**src/rtl/fmpd_pkg.sv**
```systemverilog
package fmpd_pkg;
    localparam int DATA_W = 8;
    localparam int ADDR_W = 9;
    localparam int PORT_W = 4;
    localparam int NCHIP  = 2;

    typedef enum logic [1:0] {
        MODE_SINGLE = 2'd0,
        MODE_DUAL   = 2'd1,
        MODE_EXT    = 2'd2,
        MODE_CTRL   = 2'd3
    } mode_e;

    localparam logic [PORT_W-1:0] CTRL_IDX_PORT  = 4'hA;
    localparam logic [PORT_W-1:0] CTRL_DATA_PORT = 4'hB;
    localparam logic [DATA_W-1:0] CTRL_ON        = 8'hFF;
    localparam logic [DATA_W-1:0] CTRL_OFF       = 8'hFE;
    localparam logic [ADDR_W-1:0] DUAL_INIT_ADDR = 9'h105;
    localparam logic [DATA_W-1:0] DUAL_INIT_DATA = 8'h01;
    localparam logic [DATA_W-1:0] STAT_PAD       = 8'h06;

    typedef struct packed {
        logic              v;
        logic [ADDR_W-1:0] addr;
        logic [DATA_W-1:0] data;
    } wr_t;

    typedef struct packed {
        logic [ADDR_W-1:0]            idx;
        logic [NCHIP-1:0][DATA_W-1:0] didx;
        wr_t                          pend;
        wr_t                          out;
        mode_e                        mode;
    } dec_st_t;

    typedef struct packed {
        logic              active;
        logic [DATA_W-1:0] idx;
        logic [DATA_W-1:0] vl;
        logic [DATA_W-1:0] vr;
    } ctrl_st_t;
endpackage

```
**src/rtl/fmpd_dual_xform.sv**
```systemverilog
module fmpd_dual_xform
    import fmpd_pkg::*;
#(
    parameter int CHIP = 0
) (
    input  logic [DATA_W-1:0] reg_i,
    input  logic [DATA_W-1:0] data_i,
    output wr_t               cmd_o
);
    localparam logic [3:0] PAN_BITS = (CHIP != 0) ? 4'hA : 4'h5;
    localparam logic       BANK     = (CHIP != 0);

    always_comb begin
        cmd_o.v    = (reg_i != 8'h05);
        cmd_o.addr = {BANK, reg_i};
        cmd_o.data = data_i;
        if (reg_i >= 8'hE0) begin
            cmd_o.data = {6'b0, data_i[1:0]};
        end else if (reg_i >= 8'hC0 && reg_i <= 8'hC8) begin
            cmd_o.data = {PAN_BITS, data_i[3:0]};
        end
    end
endmodule

```
**src/rtl/fmpd_ctrl.sv**
```systemverilog
module fmpd_ctrl
    import fmpd_pkg::*;
#(
    parameter int GAIN_W = 5
) (
    input  logic              clk,
    input  logic              rst_n,
    input  logic              en_i,
    input  logic              wr_i,
    input  logic [PORT_W-1:0] port_i,
    input  logic [DATA_W-1:0] wdata_i,
    output logic              claim_wr_o,
    output logic              claim_rd_o,
    output logic [DATA_W-1:0] rdata_o,
    output logic              active_o,
    output logic [GAIN_W-1:0] vol_l_o,
    output logic [GAIN_W-1:0] vol_r_o
);
    ctrl_st_t st_d, st_q;
    logic     at_idx, at_dat;

    assign at_idx = (port_i == CTRL_IDX_PORT);
    assign at_dat = (port_i == CTRL_DATA_PORT);

    always_comb begin
        st_d       = st_q;
        claim_wr_o = 1'b0;
        if (en_i && wr_i && at_idx) begin
            if (wdata_i == CTRL_ON) begin
                st_d.active = 1'b1;
                claim_wr_o  = 1'b1;
            end else if (wdata_i == CTRL_OFF) begin
                st_d.active = 1'b0;
                claim_wr_o  = 1'b1;
            end else if (st_q.active) begin
                st_d.idx   = wdata_i;
                claim_wr_o = 1'b1;
            end
        end
        if (en_i && wr_i && at_dat && st_q.active) begin
            claim_wr_o = 1'b1;
            if (st_q.idx == 8'h09) st_d.vl = wdata_i;
            if (st_q.idx == 8'h0A) st_d.vr = wdata_i;
        end
    end

    always_comb begin
        claim_rd_o = en_i && st_q.active && (at_idx || at_dat);
        if (at_idx) begin
            rdata_o = 8'h00;
        end else begin
            case (st_q.idx)
                8'h00:   rdata_o = 8'h70;
                8'h09:   rdata_o = st_q.vl;
                8'h0A:   rdata_o = st_q.vr;
                8'h15:   rdata_o = 8'h71;
                default: rdata_o = 8'hFF;
            endcase
        end
    end

    always_ff @(posedge clk) begin
        if (!rst_n) begin
            st_q.active <= 1'b0;
            st_q.idx    <= '0;
            st_q.vl     <= 8'hFF;
            st_q.vr     <= 8'hFF;
        end else begin
            st_q <= st_d;
        end
    end

    assign active_o = st_q.active;
    assign vol_l_o  = st_q.vl[GAIN_W-1:0];
    assign vol_r_o  = st_q.vr[GAIN_W-1:0];
endmodule

```
**src/rtl/fmpd_rdmux.sv**
```systemverilog
module fmpd_rdmux
    import fmpd_pkg::*;
(
    input  mode_e             mode_i,
    input  logic [PORT_W-1:0] port_i,
    input  logic              rd_i,
    input  logic [DATA_W-1:0] stat0_i,
    input  logic [DATA_W-1:0] stat1_i,
    input  logic              ctrl_claim_i,
    input  logic [DATA_W-1:0] ctrl_data_i,
    output logic [DATA_W-1:0] rdata_o
);
    logic [DATA_W-1:0] val;

    always_comb begin
        if (ctrl_claim_i) begin
            val = ctrl_data_i;
        end else begin
            case (mode_i)
                MODE_SINGLE: val = (port_i[1:0] == 2'b00) ? (stat0_i | STAT_PAD) : 8'hFF;
                MODE_DUAL:   val = port_i[0] ? 8'hFF
                                 : ((port_i[1] ? stat1_i : stat0_i) | STAT_PAD);
                default:     val = (port_i[1:0] == 2'b00) ? stat0_i : 8'hFF;
            endcase
        end
        rdata_o = rd_i ? val : '0;
    end
endmodule

```
**src/rtl/fm_port_decoder.sv**
```systemverilog
module fm_port_decoder
    import fmpd_pkg::*;
#(
    parameter int GAIN_W = 5
) (
    input  logic              clk,
    input  logic              rst_n,
    input  logic [1:0]        mode_i,
    input  logic [3:0]        port_i,
    input  logic              wr_i,
    input  logic              rd_i,
    input  logic [7:0]        wdata_i,
    output logic [7:0]        rdata_o,
    input  logic [7:0]        stat0_i,
    input  logic [7:0]        stat1_i,
    output logic              reg_we_o,
    output logic [8:0]        reg_addr_o,
    output logic [7:0]        reg_data_o,
    output logic [GAIN_W-1:0] vol_l_o,
    output logic [GAIN_W-1:0] vol_r_o
);
    mode_e             mode;
    dec_st_t           st_d, st_q;
    wr_t               xcmd [NCHIP];
    wr_t               host_cmd, host_pend;
    logic              sel0, sel1;
    logic              ctrl_claim_wr, ctrl_claim_rd, ctrl_active;
    logic [DATA_W-1:0] ctrl_rdata;

    assign mode = mode_e'(mode_i);

    for (genvar c = 0; c < NCHIP; c++) begin : g_chip
        fmpd_dual_xform #(.CHIP(c)) u_xf (
            .reg_i  (st_q.didx[c]),
            .data_i (wdata_i),
            .cmd_o  (xcmd[c])
        );
    end

    fmpd_ctrl #(.GAIN_W(GAIN_W)) u_ctrl (
        .clk        (clk),
        .rst_n      (rst_n),
        .en_i       (mode == MODE_CTRL),
        .wr_i       (wr_i),
        .port_i     (port_i),
        .wdata_i    (wdata_i),
        .claim_wr_o (ctrl_claim_wr),
        .claim_rd_o (ctrl_claim_rd),
        .rdata_o    (ctrl_rdata),
        .active_o   (ctrl_active),
        .vol_l_o    (vol_l_o),
        .vol_r_o    (vol_r_o)
    );

    fmpd_rdmux u_rd (
        .mode_i       (mode),
        .port_i       (port_i),
        .rd_i         (rd_i),
        .stat0_i      (stat0_i),
        .stat1_i      (stat1_i),
        .ctrl_claim_i (ctrl_claim_rd),
        .ctrl_data_i  (ctrl_rdata),
        .rdata_o      (rdata_o)
    );

    always_comb begin
        st_d      = st_q;
        st_d.out  = '0;
        st_d.mode = mode;
        host_cmd  = '0;
        host_pend = '0;
        sel0      = port_i[3] | ~port_i[1];
        sel1      = port_i[3] | port_i[1];

        if (wr_i && !ctrl_claim_wr) begin
            if (mode == MODE_DUAL) begin
                if (!port_i[0]) begin
                    if (port_i[3]) begin
                        st_d.didx[0] = wdata_i;
                        st_d.didx[1] = wdata_i;
                    end else begin
                        st_d.didx[port_i[1]] = wdata_i;
                    end
                end else if (sel0 && xcmd[0].v) begin
                    host_cmd = xcmd[0];
                    if (sel1 && xcmd[1].v) host_pend = xcmd[1];
                end else if (sel1 && xcmd[1].v) begin
                    host_cmd = xcmd[1];
                end
            end else begin
                if (!port_i[0]) begin
                    st_d.idx = (mode == MODE_SINGLE) ? {1'b0, wdata_i} : {port_i[1], wdata_i};
                end else begin
                    host_cmd.v    = 1'b1;
                    host_cmd.addr = (mode == MODE_SINGLE) ? {1'b0, st_q.idx[7:0]} : st_q.idx;
                    host_cmd.data = wdata_i;
                end
            end
        end

        if (st_q.pend.v) begin
            st_d.out  = st_q.pend;
            st_d.pend = '0;
        end else if (mode == MODE_DUAL && st_q.mode != MODE_DUAL) begin
            st_d.out.v    = 1'b1;
            st_d.out.addr = DUAL_INIT_ADDR;
            st_d.out.data = DUAL_INIT_DATA;
        end else begin
            st_d.out  = host_cmd;
            st_d.pend = host_pend;
        end
    end

    always_ff @(posedge clk) begin
        if (!rst_n) begin
            st_q.idx  <= '0;
            st_q.didx <= '0;
            st_q.pend <= '0;
            st_q.out  <= '0;
            st_q.mode <= MODE_SINGLE;
        end else begin
            st_q <= st_d;
        end
    end

    assign reg_we_o   = st_q.out.v;
    assign reg_addr_o = st_q.out.addr;
    assign reg_data_o = st_q.out.data;
endmodule

```
**config.mk**
```make
export PLATFORM = sky130hd
export DESIGN_NAME = fm_port_decoder
export DESIGN_NICKNAME = d
export VERILOG_FILES = /design/src/rtl/fmpd_pkg.sv /design/src/rtl/fmpd_dual_xform.sv /design/src/rtl/fmpd_ctrl.sv /design/src/rtl/fmpd_rdmux.sv /design/src/rtl/fm_port_decoder.sv
export SDC_FILE = /design/constraint.sdc
export NUM_CORES = 1
export LEC_CHECK = 0
export BUFFER_PORTS_ARGS = -buffer_cell sky130_fd_sc_hd__buf_2
export CAP_MARGIN = 25
export CORE_ASPECT_RATIO = 0.75
export CORE_MARGIN = 2
export CORE_UTILIZATION = 49
export CTS_BUF_LIST = sky130_fd_sc_hd__clkbuf_4 sky130_fd_sc_hd__clkbuf_8
export DETAILED_ROUTE_END_ITERATION = 10
export PLACE_DENSITY = 0.76
export SETUP_SLACK_MARGIN = 0.5
export SLEW_MARGIN = 20
export SYNTH_ARGS = -nofsm -noshare
export SYNTH_HDL_FRONTEND = slang
export SYNTH_SLANG_ARGS = --single-unit
export TNS_END_PERCENT = 5
```
**constraint.sdc**
```tcl
create_clock -name clk -period 3.9 [get_ports clk]
set_clock_uncertainty 0.1 [all_clocks]
set_input_delay 0.195 -clock clk [delete_from_list [all_inputs] [get_ports clk]]
set_output_delay 0.195 -clock clk [all_outputs]
set_load 0.02 [all_outputs]
```
==> qor.txt <==
status = complete, no violations
Starting DRT DRC Count = 481
hold depth = 2
Worst Path Required = 3.61 ns
#FFs+latches synth = 88
cell accounting for the most synthesized area = dfxtp_1
Slew Limit Fails = 0
number of enable flip-flop cells after synthesis = 0
critical path depth = 6
initial core utilization = 49.84%
Root Buffer = clkbuf_8
post-synthesis xor/xnor area fraction = 0.2096%
Post-Synth Simple-Gate Area = 19.41%
power per cell area = 366.9 nW/um^2
DR vias = 3696
Register Area = 1762 um^2
Sw Share = 27.56%
input/output buffers = 67
Leak = 0.001810 uW
WL final = 11190 um
# hold bufs at CTS = 0
post-CTS resize count = 0
critical path startpoint category = flop
DRC errors left = 0
CTS clk-pin slew, worst paths = 0.09 ns
Clock power frac = 34.7%
top cell type's share of synthesized area = 42.17%
CP top delay family = simple AND/OR/NAND/NOR gates
global-route wire length before repair = 17860 um
Clock Latency Late Sink = 0.36 ns
Hold Crit Class = in -> reg
maximum VDD drop = 0.1890 mV
CTS tree = yes
post-synthesis mux area share = 9.584%
Crit Path Max Fanout = 7
total track usage = 24.24%
area of the multi-input gates = 2051 um^2
CTS Buffer Depth = 2
Mapped Area = 4178 um^2
total CTS buffers = 9
register area share after synthesis = 42.17%
Crit path buffers/inverters = 2
final setup fails = 0
number of diodes = 0
Nets = 527
combinational family with the most area after synthesis = compound AO/OA/AOI/OAI gates
drt first pass iters = 7
die span in y = 83.97 um
post-DP HPWL = 7797 um
Cells after DPL = 588
Die Width = 110.6 um
Row Count = 29
CP endpoint kind = output pin
Logic pwr share = 10.0%
Most used DFF post-synth = dfxtp_1
Synth Warn # = 0
IO Count = 70
fin cells = 606
P&R area growth vs syn = 8.565%
GPL Wtd Cong = 0.9257
Num Clock Sinks = 88
Arr. time, crit path = 2.16 ns
vias in the first global route = 3452
fmax = 406.8 MHz
vias per cell = 6.099
commonest non-fill, non-tap cell in the layout = dfxtp_1
internal power = 1205 uW
Critical Path Slowest Stage Cell = a2111oi_0
ys async rst share = 0%
slowest cell delay on critical path = 0.43 ns
min Tclk post-route = 2.459 ns
Post-Synth Adder-Cell Area = 0%
initial antenna violation count = 0
synthesized instance count = 466
# H-tree levels = 3
crit-path cells = and4b_4 -> nand3_1 -> a2111oi_0 -> dlymetal6s2s_1 -> a21oi_1 -> buf_2
setup_tns = 0 ns
RSZ-0062 raised after global routing = no
Die Area = 9288 um^2
top cells by area, synth = dfxtp_1 42%, mux2i_1 9.6%, buf_4 5.2%
switching pwr = 458.7 uW
Slew HR = 43.23%
DRT antenna net count = 0
Max Cap Viol = 0
crit share post-route = 63.04%
Post-Syn Area per Cell = 8.965 um^2
count of fill cells added during filler insertion = 757
Syn Nets = 500
Distinct cells, synth = 58
post-CTS setup buffers = 0
Worst-Margin Slew = 0.8485 ns
Sequential Power Share = 55.3%
Synth Area in Compound Gates = 19.89%
type of the worst setup path = reg -> out
worst reg-to-reg path cell count = 5
R2R setup slack = 1.50 ns
routed length per instance = 18.47 um
Overflow after GRT = 0
most frequent cells in the layout = 88 x dfxtp_1, 67 x buf_2, 58 x nor2_1
final count of hold timing violations = 0
pin count of the biggest net entering global routing = 37
core area = 8382 um^2
fraction of layout instances using a drive strength above 1 = 21.89%
## worst paths after layout
check                       start                 to
setup / recovery  u_ctrl.active_o         rdata_o[5]
hold / removal          mode_i[0]            st_q[0]
setup reg to reg  u_ctrl.st_q[19]  u_ctrl.vol_r_o[0]
hold reg to reg          st_q[25]           st_q[25]
## sequential cells by signal, summed over array words and instances, names as in the netlist
signal	cells
reg_data_o	8
st_q	45
u_ctrl.active_o	1
reg_addr_o	9
u_ctrl.st_q	14
reg_we_o	1
u_ctrl.vol_l_o	5
u_ctrl.vol_r_o	5
## power groups by stage
stage	logic, uW	registers [uW]	clock network (uW)
floorplan	112	939	0
global placement	159	940	0
detailed placement	162	940	0
CTS	163	919	590
global route	178	921	626
finish	166	920	578
## routing by layer
layer  part of all wire [%]  vias up  GRT usage (%)
met5                      0        -              0
met2                     44      188          35.86
met1                     45     1772          34.16
met4                    1.8        0          7.159
li1                       -     1715              -
met3                    8.9       21          7.262
## Yosys cell counts, types with 2 or more instances
library cell,n
and3_1,4
a21bo_2,2
nor4_1,6
a22oi_1,3
a21o_1,4
a221o_1,4
o21ai_0,30
nand2_1,36
nor2b_1,3
nor3_2,2
nor3_4,2
dfxtp_1,88
mux2i_1,40
inv_1,4
nor3_1,4
nand3_1,10
o211ai_1,2
clkbuf_1,18
nor4bb_1,2
a211oi_1,3
a221oi_1,6
nor4b_1,3
or3_1,3
buf_4,29
o221a_2,3
a21oi_1,27
a31oi_1,2
a22o_1,20
nor2_2,3
buf_2,10
a311o_2,2
nor2_1,58
and2_1,3
nand2b_1,6
## final cells by class
class | instances | area share, %
Sequential cell | 88 | 38.84
Multi-Input combinational cell | 315 | 45.21
Tap cell | 108 | 2.979
Clock inverter | 7 | 1.214
Inverter | 5 | 0.4138
Timing Repair Buffer | 74 | 8.607
Clock buffer | 9 | 2.731
## cell families (layout without fill, tap and decap cells)
kind of cell	count (synthesis)	in the layout
flops	88	88
mux	40	40
compound gates	120	120
simple gates	154	154
xor+xnor	1	1
buf+inv	63	95
## per-stage QoR
stage / total power, uW / worst slack (ns) / area, um^2 / utilization, % / hold WS, ns
final: 1664 / 1.441 / 4536 / 54.11 / 0.06596
after global routing: 1726 / 1.275 / 4536 / 54.11 / 0.05406
after CTS: 1673 / 1.074 / 4518 / 53.90 / 0.05639
after detailed placement: 1102 / 1.272 / 4339 / 51.77 / 0.3386
after global placement: 1099 / 1.318 / 4339 / 51.77 / 0.3317
after floorplan: 1051 / 1.997 / 4178 / - / 0.2167
Note: power is estimated with default switching activity, not from simulation.
